<file path="config.mk">
export PLATFORM = sky130hd
export DESIGN_NAME = flux_capture
export DESIGN_NICKNAME = d
export VERILOG_FILES = /design/src/rtl/flux_pkg.sv /design/src/rtl/flux_front.sv /design/src/rtl/flux_packer.sv /design/src/rtl/flux_sram_wr.sv /design/src/rtl/flux_capture.sv
export SDC_FILE = /design/constraint.sdc
export NUM_CORES = 1
export LEC_CHECK = 0
export ABC_CLOCK_PERIOD_IN_PS = 2500
export BUFFER_PORTS_ARGS = -buffer_cell sky130_fd_sc_hd__buf_4
export CORE_MARGIN = 8
export CORE_UTILIZATION = 57
export DETAILED_ROUTE_END_ITERATION = 6
export PLACE_DENSITY = 0.77
export SYNTH_ARGS = -nofsm -noshare
export SYNTH_HDL_FRONTEND = slang
export SYNTH_SLANG_ARGS = --single-unit
</file>
<file path="constraint.sdc">
create_clock -name clk -period 2.5 [get_ports clk]
set_clock_uncertainty 0.2 [all_clocks]
set_input_delay 0.375 -clock clk [delete_from_list [all_inputs] [get_ports clk]]
set_output_delay 0.375 -clock clk [all_outputs]
set_load 0.005 [all_outputs]
</file>
<file path="src/rtl/flux_pkg.sv">
// Shared types for the flux capture engine.
package flux_pkg;
    localparam int unsigned BYTE_W = 8;

    typedef enum logic [2:0] {
        CAP_IDLE,
        CAP_ARMED,
        CAP_RUN,
        CAP_DRAIN,
        CAP_DONE
    } cap_state_t;

    typedef enum logic [1:0] {
        WR_IDLE,
        WR_SETUP,
        WR_STROBE,
        WR_HOLD
    } wr_phase_t;
endpackage

</file>
<file path="src/rtl/flux_front.sv">
// Drive-line front end: synchronizes the read-pulse and index lines, finds
// their falling edges and toggles the NRZ level on every read pulse.
// Assumes pulses are at least one clock wide and at least two clocks apart.
module flux_front #(
    parameter int unsigned SYNC_STAGES = 2
) (
    input  logic clk,
    input  logic rst_n,
    input  logic rd_pulse_n,
    input  logic index_n,
    output logic nrz,
    output logic idx_act,
    output logic idx_fall
);
    localparam int unsigned N_LINES = 2;

    logic [N_LINES-1:0] raw;
    logic [N_LINES-1:0] lvl;
    logic [N_LINES-1:0] fall;

    assign raw = {index_n, rd_pulse_n};

    genvar g;
    generate
        for (g = 0; g < N_LINES; g++) begin : g_line
            logic [SYNC_STAGES-1:0] chain;
            logic                   prv;
            // Synchronizer chain plus previous-level register; idle level is high.
            always_ff @(posedge clk) begin
                if (!rst_n) begin
                    chain <= '1;
                    prv   <= 1'b1;
                end else begin
                    chain <= {chain[SYNC_STAGES-2:0], raw[g]};
                    prv   <= chain[SYNC_STAGES-1];
                end
            end
            assign lvl[g]  = chain[SYNC_STAGES-1];
            assign fall[g] = prv & ~chain[SYNC_STAGES-1];
        end
    endgenerate

    // Toggle stage: one level change per read pulse.
    always_ff @(posedge clk) begin
        if (!rst_n) nrz <= 1'b0;
        else if (fall[0]) nrz <= ~nrz;
    end

    assign idx_act  = ~lvl[1];
    assign idx_fall = fall[1];
endmodule

</file>
<file path="src/rtl/flux_packer.sv">
// Sample-tick generator and serial-to-byte shifter. Even ticks take the
// NRZ level, odd ticks the index level; eight ticks make one byte.
// Assumes restart is a single-cycle pulse at capture start.
module flux_packer #(
    parameter int unsigned SAMPLE_DIV = 20
) (
    input  logic                       clk,
    input  logic                       rst_n,
    input  logic                       restart,
    input  logic                       run,
    input  logic                       nrz,
    input  logic                       idx_act,
    output logic                       byte_vld,
    output logic [flux_pkg::BYTE_W-1:0] byte_out
);
    localparam int unsigned DIV_W = (SAMPLE_DIV > 1) ? $clog2(SAMPLE_DIV) : 1;
    localparam int unsigned BIT_W = $clog2(flux_pkg::BYTE_W);

    logic [DIV_W-1:0]            div;
    logic [BIT_W-1:0]            nbit;
    logic [flux_pkg::BYTE_W-1:0] sr;
    logic [flux_pkg::BYTE_W-1:0] sr_nxt;
    logic                        tick;
    logic                        last_bit;

    assign tick     = run && (div == DIV_W'(SAMPLE_DIV - 1));
    assign last_bit = (nbit == BIT_W'(flux_pkg::BYTE_W - 1));
    assign sr_nxt   = {sr[flux_pkg::BYTE_W-2:0], nbit[0] ? idx_act : nrz};

    // Divider, bit counter and shift register.
    always_ff @(posedge clk) begin
        if (!rst_n || restart) begin
            div  <= '0;
            nbit <= '0;
            sr   <= '0;
        end else if (run) begin
            div <= tick ? '0 : div + 1'b1;
            if (tick) begin
                sr   <= sr_nxt;
                nbit <= nbit + 1'b1;
            end
        end
    end

    // Hand a completed byte to the writer.
    always_ff @(posedge clk) begin
        if (!rst_n) begin
            byte_vld <= 1'b0;
            byte_out <= '0;
        end else begin
            byte_vld <= tick && last_bit;
            if (tick && last_bit) byte_out <= sr_nxt;
        end
    end
endmodule

</file>
<file path="src/rtl/flux_sram_wr.sv">
// RAM write sequencer and address counter. A write is setup, strobe and
// hold, one clock each; the address advances at the end of hold.
// Assumes bytes arrive at least four clocks apart.
module flux_sram_wr #(
    parameter int unsigned ADDR_W = 17
) (
    input  logic                        clk,
    input  logic                        rst_n,
    input  logic                        byte_vld,
    input  logic [flux_pkg::BYTE_W-1:0] byte_in,
    input  logic                        clr_addr,
    output logic [ADDR_W-1:0]           sram_addr,
    output logic [flux_pkg::BYTE_W-1:0] sram_dq,
    output logic                        sram_ce_n,
    output logic                        sram_we_n,
    output logic                        wr_busy,
    output logic                        wrap
);
    import flux_pkg::*;

    wr_phase_t phase;

    // Phase sequencer and data latch.
    always_ff @(posedge clk) begin
        if (!rst_n) begin
            phase   <= WR_IDLE;
            sram_dq <= '0;
        end else begin
            unique case (phase)
                WR_IDLE: if (byte_vld) begin
                    phase   <= WR_SETUP;
                    sram_dq <= byte_in;
                end
                WR_SETUP:  phase <= WR_STROBE;
                WR_STROBE: phase <= WR_HOLD;
                WR_HOLD:   phase <= WR_IDLE;
                default:   phase <= WR_IDLE;
            endcase
        end
    end

    // Address counter: synchronous clear, step after each write.
    always_ff @(posedge clk) begin
        if (!rst_n || clr_addr) sram_addr <= '0;
        else if (phase == WR_HOLD) sram_addr <= sram_addr + 1'b1;
    end

    assign sram_ce_n = (phase == WR_IDLE);
    assign sram_we_n = (phase != WR_STROBE);
    assign wr_busy   = (phase != WR_IDLE);
    assign wrap      = (phase == WR_HOLD) && (&sram_addr);
endmodule

</file>
<file path="src/rtl/flux_capture.sv">
// Top of the flux capture engine: arming, start/stop on index edges and
// wiring of front end, packer and RAM writer. Assumes SAMPLE_DIV >= 1.
module flux_capture #(
    parameter int unsigned ADDR_W      = 17,
    parameter int unsigned SAMPLE_DIV  = 20,
    parameter int unsigned SYNC_STAGES = 2
) (
    input  logic              clk,
    input  logic              rst_n,
    input  logic              rd_pulse_n,
    input  logic              index_n,
    input  logic              arm,
    input  logic              clr,
    output logic              busy,
    output logic              done,
    output logic [ADDR_W-1:0] sram_addr,
    output logic [7:0]        sram_dq,
    output logic              sram_ce_n,
    output logic              sram_we_n,
    output logic              sram_oe_n
);
    import flux_pkg::*;

    cap_state_t        state;
    cap_state_t        state_nxt;
    logic              nrz;
    logic              idx_act;
    logic              idx_fall;
    logic              byte_vld;
    logic [BYTE_W-1:0] byte_data;
    logic              wr_busy;
    logic              wrap;
    logic              restart;
    logic              clr_ok;

    flux_front #(.SYNC_STAGES(SYNC_STAGES)) u_front (
        .clk        (clk),
        .rst_n      (rst_n),
        .rd_pulse_n (rd_pulse_n),
        .index_n    (index_n),
        .nrz        (nrz),
        .idx_act    (idx_act),
        .idx_fall   (idx_fall)
    );

    flux_packer #(.SAMPLE_DIV(SAMPLE_DIV)) u_pack (
        .clk      (clk),
        .rst_n    (rst_n),
        .restart  (restart),
        .run      (state == CAP_RUN),
        .nrz      (nrz),
        .idx_act  (idx_act),
        .byte_vld (byte_vld),
        .byte_out (byte_data)
    );

    flux_sram_wr #(.ADDR_W(ADDR_W)) u_wr (
        .clk       (clk),
        .rst_n     (rst_n),
        .byte_vld  (byte_vld),
        .byte_in   (byte_data),
        .clr_addr  (clr_ok),
        .sram_addr (sram_addr),
        .sram_dq   (sram_dq),
        .sram_ce_n (sram_ce_n),
        .sram_we_n (sram_we_n),
        .wr_busy   (wr_busy),
        .wrap      (wrap)
    );

    // Next-state decode of the capture controller.
    always_comb begin
        state_nxt = state;
        unique case (state)
            CAP_IDLE, CAP_DONE: if (arm) state_nxt = CAP_ARMED;
            CAP_ARMED:          if (idx_fall) state_nxt = CAP_RUN;
            CAP_RUN: begin
                if (wrap) state_nxt = CAP_DONE;
                else if (idx_fall) state_nxt = CAP_DRAIN;
            end
            CAP_DRAIN: begin
                if (wrap || (!wr_busy && !byte_vld)) state_nxt = CAP_DONE;
            end
            default: state_nxt = CAP_IDLE;
        endcase
    end

    // Capture state register.
    always_ff @(posedge clk) begin
        if (!rst_n) state <= CAP_IDLE;
        else state <= state_nxt;
    end

    assign restart   = (state == CAP_ARMED) && idx_fall;
    assign busy      = (state == CAP_ARMED) || (state == CAP_RUN) || (state == CAP_DRAIN);
    assign done      = (state == CAP_DONE);
    assign clr_ok    = clr && !busy;
    assign sram_oe_n = 1'b1;
endmodule

</file>
## After elaboration in Yosys (flattened, before gate mapping)

Cells that the tools add are included.

| storage, ports and cells | value |
|---|---|
| word-level logic and storage cells | 70 |
| bits in registers | 61 |
| output and inout bits | 30 |
| bits of input ports | 6 |

| operators by class | value |
|---|---|
| add/sub/neg operators | 3 |
| muxes and demuxes | 10 |
| equal/unequal tests | 15 |
| bitwise operators | 5 |
| reductions and logical operators | 23 |

Operators by type and width:

| cell | count |
|---|---|
| 17-bit by 1-bit adder with 17-bit output, second input constant | 1 |
| 17-bit AND reduction | 1 |
| 3-bit 2-to-1 mux | 5 |
| 3-bit case mux with 4 select lines | 1 |
| 2-bit inequality test, second input constant | 4 |
| 2-bit case mux with 4 select lines | 1 |
| 3-bit by 2-bit equality test with 1-bit output, second input constant | 2 |
| 3-bit equality test, second input constant | 2 |
| 1-bit logical AND | 6 |
| 5-bit by 1-bit adder with 5-bit output, second input constant | 1 |
| 5-bit equality test, second input constant | 1 |
| 1-bit logical OR | 5 |
| 5-bit 2-to-1 mux | 1 |
| 2-bit equality test, second input constant | 2 |
| 1-bit zero test | 4 |
| 2-bit AND reduction | 2 |
| 4-bit AND reduction | 1 |
| 3-bit by 1-bit adder with 3-bit output, second input constant | 1 |
| 3-bit by 1-bit equality test with 1-bit output, second input constant | 1 |
| 3-bit zero test | 1 |
| 3-bit inequality test, second input constant | 1 |
| 1-bit NOT | 3 |
| 1-bit bitwise AND | 2 |
| 2-bit by 1-bit equality test with 1-bit output, second input constant | 1 |
| other kinds (6) | 6 |

## Depth between registers and ports, before layout

| depth | value |
|---|---|
| word-level depth | 6 |
| depth in mapped cells | 9 |

## Hierarchy

Synthesis repeated with hierarchy kept, for this count alone.

| unflattened totals | value |
|---|---|
| cells, all modules | 302 |
| area total of the unflattened synthesis | 2758.9 um^2 |

By module, submodules not included:

| module | area each (um^2) | seq. area each (um^2) | cells each | times used |
|---|---|---|---|---|
| flux_sram_wr | 1296.2 | 540.5 | 148 | 1 |
| flux_packer | 1039.7 | 480.5 | 109 | 1 |
| flux_front | 215.2 | 140.1 | 19 | 1 |
| flux_capture | 207.7 | 60.1 | 26 | 1 |

## Worst setup path after synthesis

No wires, ideal clock.

| path | value |
|---|---|
| kind | reg-to-reg |
| from | register u_wr.sram_addr[4] |
| to | register state[0] |
| path slack | 342 ps |
| setup time | 119 ps |
| cell stages (with the launch flop) | 10 |
| data required time | 2181 ps |
| data arrival time | 1839 ps |
| cell sequence | dfxtp_1 -> and4_1 -> buf_4 -> nand2_1 -> nor3_1 -> ha_1 -> and2_2 -> and4bb_1 -> a311o_1 -> mux2i_1 |

| between the ends | value |
|---|---|
| cells in the longest elaborated chain, start to end | 5 |

Ends and longest elaborated chain:

| what | line | source |
|---|---|---|
| start, declared | flux_sram_wr.sv:12 | `output logic [ADDR_W-1:0] sram_addr,` |
| start signal, assigned | flux_sram_wr.sv:45 | `else if (phase == WR_HOLD) sram_addr <= sram_addr + 1'b1;` |
| 17-bit AND reduction (*) | flux_sram_wr.sv:51 | `assign wrap = (phase == WR_HOLD) && (&sram_addr);` |
| 1-bit logical AND (*) | flux_sram_wr.sv:51 |  |
| 1-bit logical OR | flux_capture.sv:82 | `if (wrap \|\| (!wr_busy && !byte_vld)) state_nxt = CAP_DONE;` |
| 2-bit inequality test (no source line) | -- |  |
| 4-bit AND reduction (no source line) | -- |  |
| end signal, assigned | flux_capture.sv:91 | `else state <= state_nxt;` |
| end, declared | flux_capture.sv:24 | `cap_state_t state;` |

Mark *: on every way between the ends. The rest lies on a longest branch, timed or not.
A chain may end at the register's enable or synchronous reset.

## Final worst setup path

| path | value |
|---|---|
| from | register u_wr.sram_addr[9] |
| to | register state[0] |

The elaborated chain is that of the path after synthesis.

==> metrics.txt <==
Initial Utilization 58.12%; hold path start index_n; FF-to-FF path depth 8; unrepaired setup endpoints after global routing false; unique cell type count in the Yosys netlist 48; status finished, final reports clean; number of global-route vias before repair 2003; cts bufs inserted 9; Worst EP required roughly 2500 ps; Area Growth Syn to Fin 16.54%; clk buf depth 2; WS Path Type reg2reg; Final TNS setup 0 ps; Worst path slowest cell dfxtp_1; Slew Limit Fails 0; arrival time worst endpoint 2380 ps; GRT overflow 0; Top Ports 36; worst skew pair latency 340 ps; Setup crit start kind flop; # nets final between 300 and 400; Final period util 93.82%; drt initial violations 137; Peak VDD IR between 0.4 and 0.5 mV; Commonest cells post-synth dfxtp_1, nor2_1, nand2_1, nand3_1, mux2i_1; largest area contributor in the netlist dfxtp_1; initial antenna violation count 0; largest net degree at the start of global routing 31; GR Util All Layers ~16%; total power 0.002357 W; ANT nets after route 0; Die X about 85 µm; # setup viols final 0; final hold violation count 0; Hold Crit Depth 2; Top FF cell, synth dfxtp_1; Vias ~2100; cells after synthesis 294; sequential element share of the synthesized area 45.08%; DIE AREA 7214 µm²; hold path endpoint u_front.g_line[1].chain[0]$_SDFF_PN1_; actual slew at the worst max-slew pin 726.4 ps; CP max FO 6; number of remaining DRC errors 0; Pre-antenna DRT Iters 4; share of cells above drive strength 1 19.58%; crit path launch u_wr.sram_addr[9]$_SDFFE_PP0N_; Clock transition at path regs 70 ps; Synth async-reset ratio 0%; I/O Buffers 34; core footprint 4661 µm²; Max-Cap Viols 0; CTS tree done; Critical Path, Cell by Cell and4_1, nand3_1, nor3_1, ha_1, and2_2, and4bb_1, a311o_1, mux2i_1; Min Hold Slack 11.74 ps; Yosys top cell area share a little under half; clock sinks 61; top cells by area, synth dfxtp_1, mux2i_1, nor2_1, nand3_1, ha_1; drt via density 5.409; die height between 80 and 90 µm; Mapped Area 2709 µm²; Layout fillers 377; WL final approximately 5400 µm; global-route wire length before repair between 9000 and 10000 µm; Worst Hold Class in2reg; dpl hpwl 3633 µm; Post-synth EDFFs 0; CTS H-tree depth 3; flop-to-flop setup slack between 150 and 200 ps; Avg Synthesized Cell Area 9.214 µm²; post-synthesis register bit count 61; syn_nets approximately 300; # diodes 0; Reg-to-Reg Start u_wr.sram_addr[9]$_SDFFE_PP0N_; Tmin final 2346 ps; Rows 25; routability cong. 0.8153; Worst path max stage delay 430 ps; Achievable Freq approximately 430 MHz; Leak approximately 1.3 nW; CTS Root Cell clkbuf_8; WL/cell 14.03 µm; post-CTS sizing 0; most frequent cell after synthesis dfxtp_1; Reg2Reg Capture Point state[0]$_SDFFE_PN0P_; Slew HR 51.57%; CP Capture Type flop; P per Cell Area 746.6 nW/µm²; Ys Warns 0
-- cells in the final DEF, fill, tap and decap left out, types with 7 or more instances in the layout --
cell type  instances
a21oi_1           14
buf_4             38
clkbuf_8           9
dfxtp_1           61
ha_1               9
inv_1              7
mux2i_1           16
nand2_1           27
nand2b_1           7
nand3_1           23
nor2_1            37
o21ai_0            7
o21ai_1           10
xor2_1            10
-- metrics by stage --
| step | util, % | setup WS (ps) | instance area [µm²] | std cells |
|---|---|---|---|---|
| finish | 67.73 | 154.5 | 3157 | 386 |
| global placement | 62.77 | 271.7 | 2925 | 369 |
| global route | 67.73 | 33.97 | 3157 | 386 |
| CTS | 67.52 | 151.0 | 3147 | 385 |
| detailed placement | 62.77 | 209.9 | 2925 | 369 |
| floorplan | - | 342.1 | 2709 | 294 |
-- final cells by class --
type                       count  area, µm²  area share (%)
tap                           54      67.56           2.140
timing repair buffer          39      295.3           9.354
clock buffer                   9      123.9           3.924
clock inverter                 7      97.59           3.092
sequential                    61       1221           38.68
multi-input combinational    208       1321           41.85
inverter                       8      30.03          0.9512
-- report_power, final --
group	internal, W	total [W]	leakage [nW]	switching (W)
clock	0.000566	0.000976	0.106	0.000410
combinational	0.000151	0.000321	0.740	0.000170
sequential	0.00100	0.00106	0.493	0.0000565
-- logic make-up (layout without fill, tap and decap cells) --
family	after synthesis	in the layout	share of synthesized area [%]
AOI/OAI and AO/OA	41	41	8.869
xor gates and xnor gates	15	15	4.850
adders and majority gates	9	9	4.157
buffers and inverters	25	63	6.142
DFF	61	61	45.08
muxes	16	16	5.912
other	1	1	0.1384
and+or+nand+nor	126	126	24.85
-- state kept, by name (all words and copies together) (netlist names) --
name	flops
u_wr.phase	2
u_pack.div	5
u_pack.byte_out	8
u_front.g_line.prv	2
u_front.g_line.chain	4
u_pack.nbit	3
u_pack.sr	7
u_wr.sram_dq	8
state	3
u_front.nrz	1
u_pack.byte_vld	1
u_wr.sram_addr	17
-- metal layers --
layer	global-route usage, %	vias to the layer above	part of all wire (%)
met5	0	-	0
met4	7.767	0	1.4
met3	6.178	8	5.0
met2	25.98	43	48
met1	18.59	964	46
li1	-	1073	-
-- how the worst max path moves through the flow --
stage                            endpoint  slack [ps]  depth (start not counted)
floorplan           state[0]$_SDFFE_PN0P_         340                          9
global placement    state[0]$_SDFFE_PN0P_         270                          8
detailed placement  state[0]$_SDFFE_PN0P_         210                          8
CTS                 state[0]$_SDFFE_PN0P_         150                          8
global route        state[0]$_SDFFE_PN0P_          30                          8
finish              state[0]$_SDFFE_PN0P_         150                          8
-- worst max-delay path: cells and delay by family, from the launching register on --
| kind | cells | cell delay [ps] |
|---|---|---|
| compound gates | 1 | 310 |
| simple gates | 5 | 960 |
| fa+ha+maj | 1 | 220 |
| flops | 1 | 430 |
| mux | 1 | 120 |
-- what timing repair did --
item	CTS	global route
endpoints found under the hold margin	0	1
hold buffers	0	1
buffers inserted	0	0
Power figures use the tool's default switching activity.
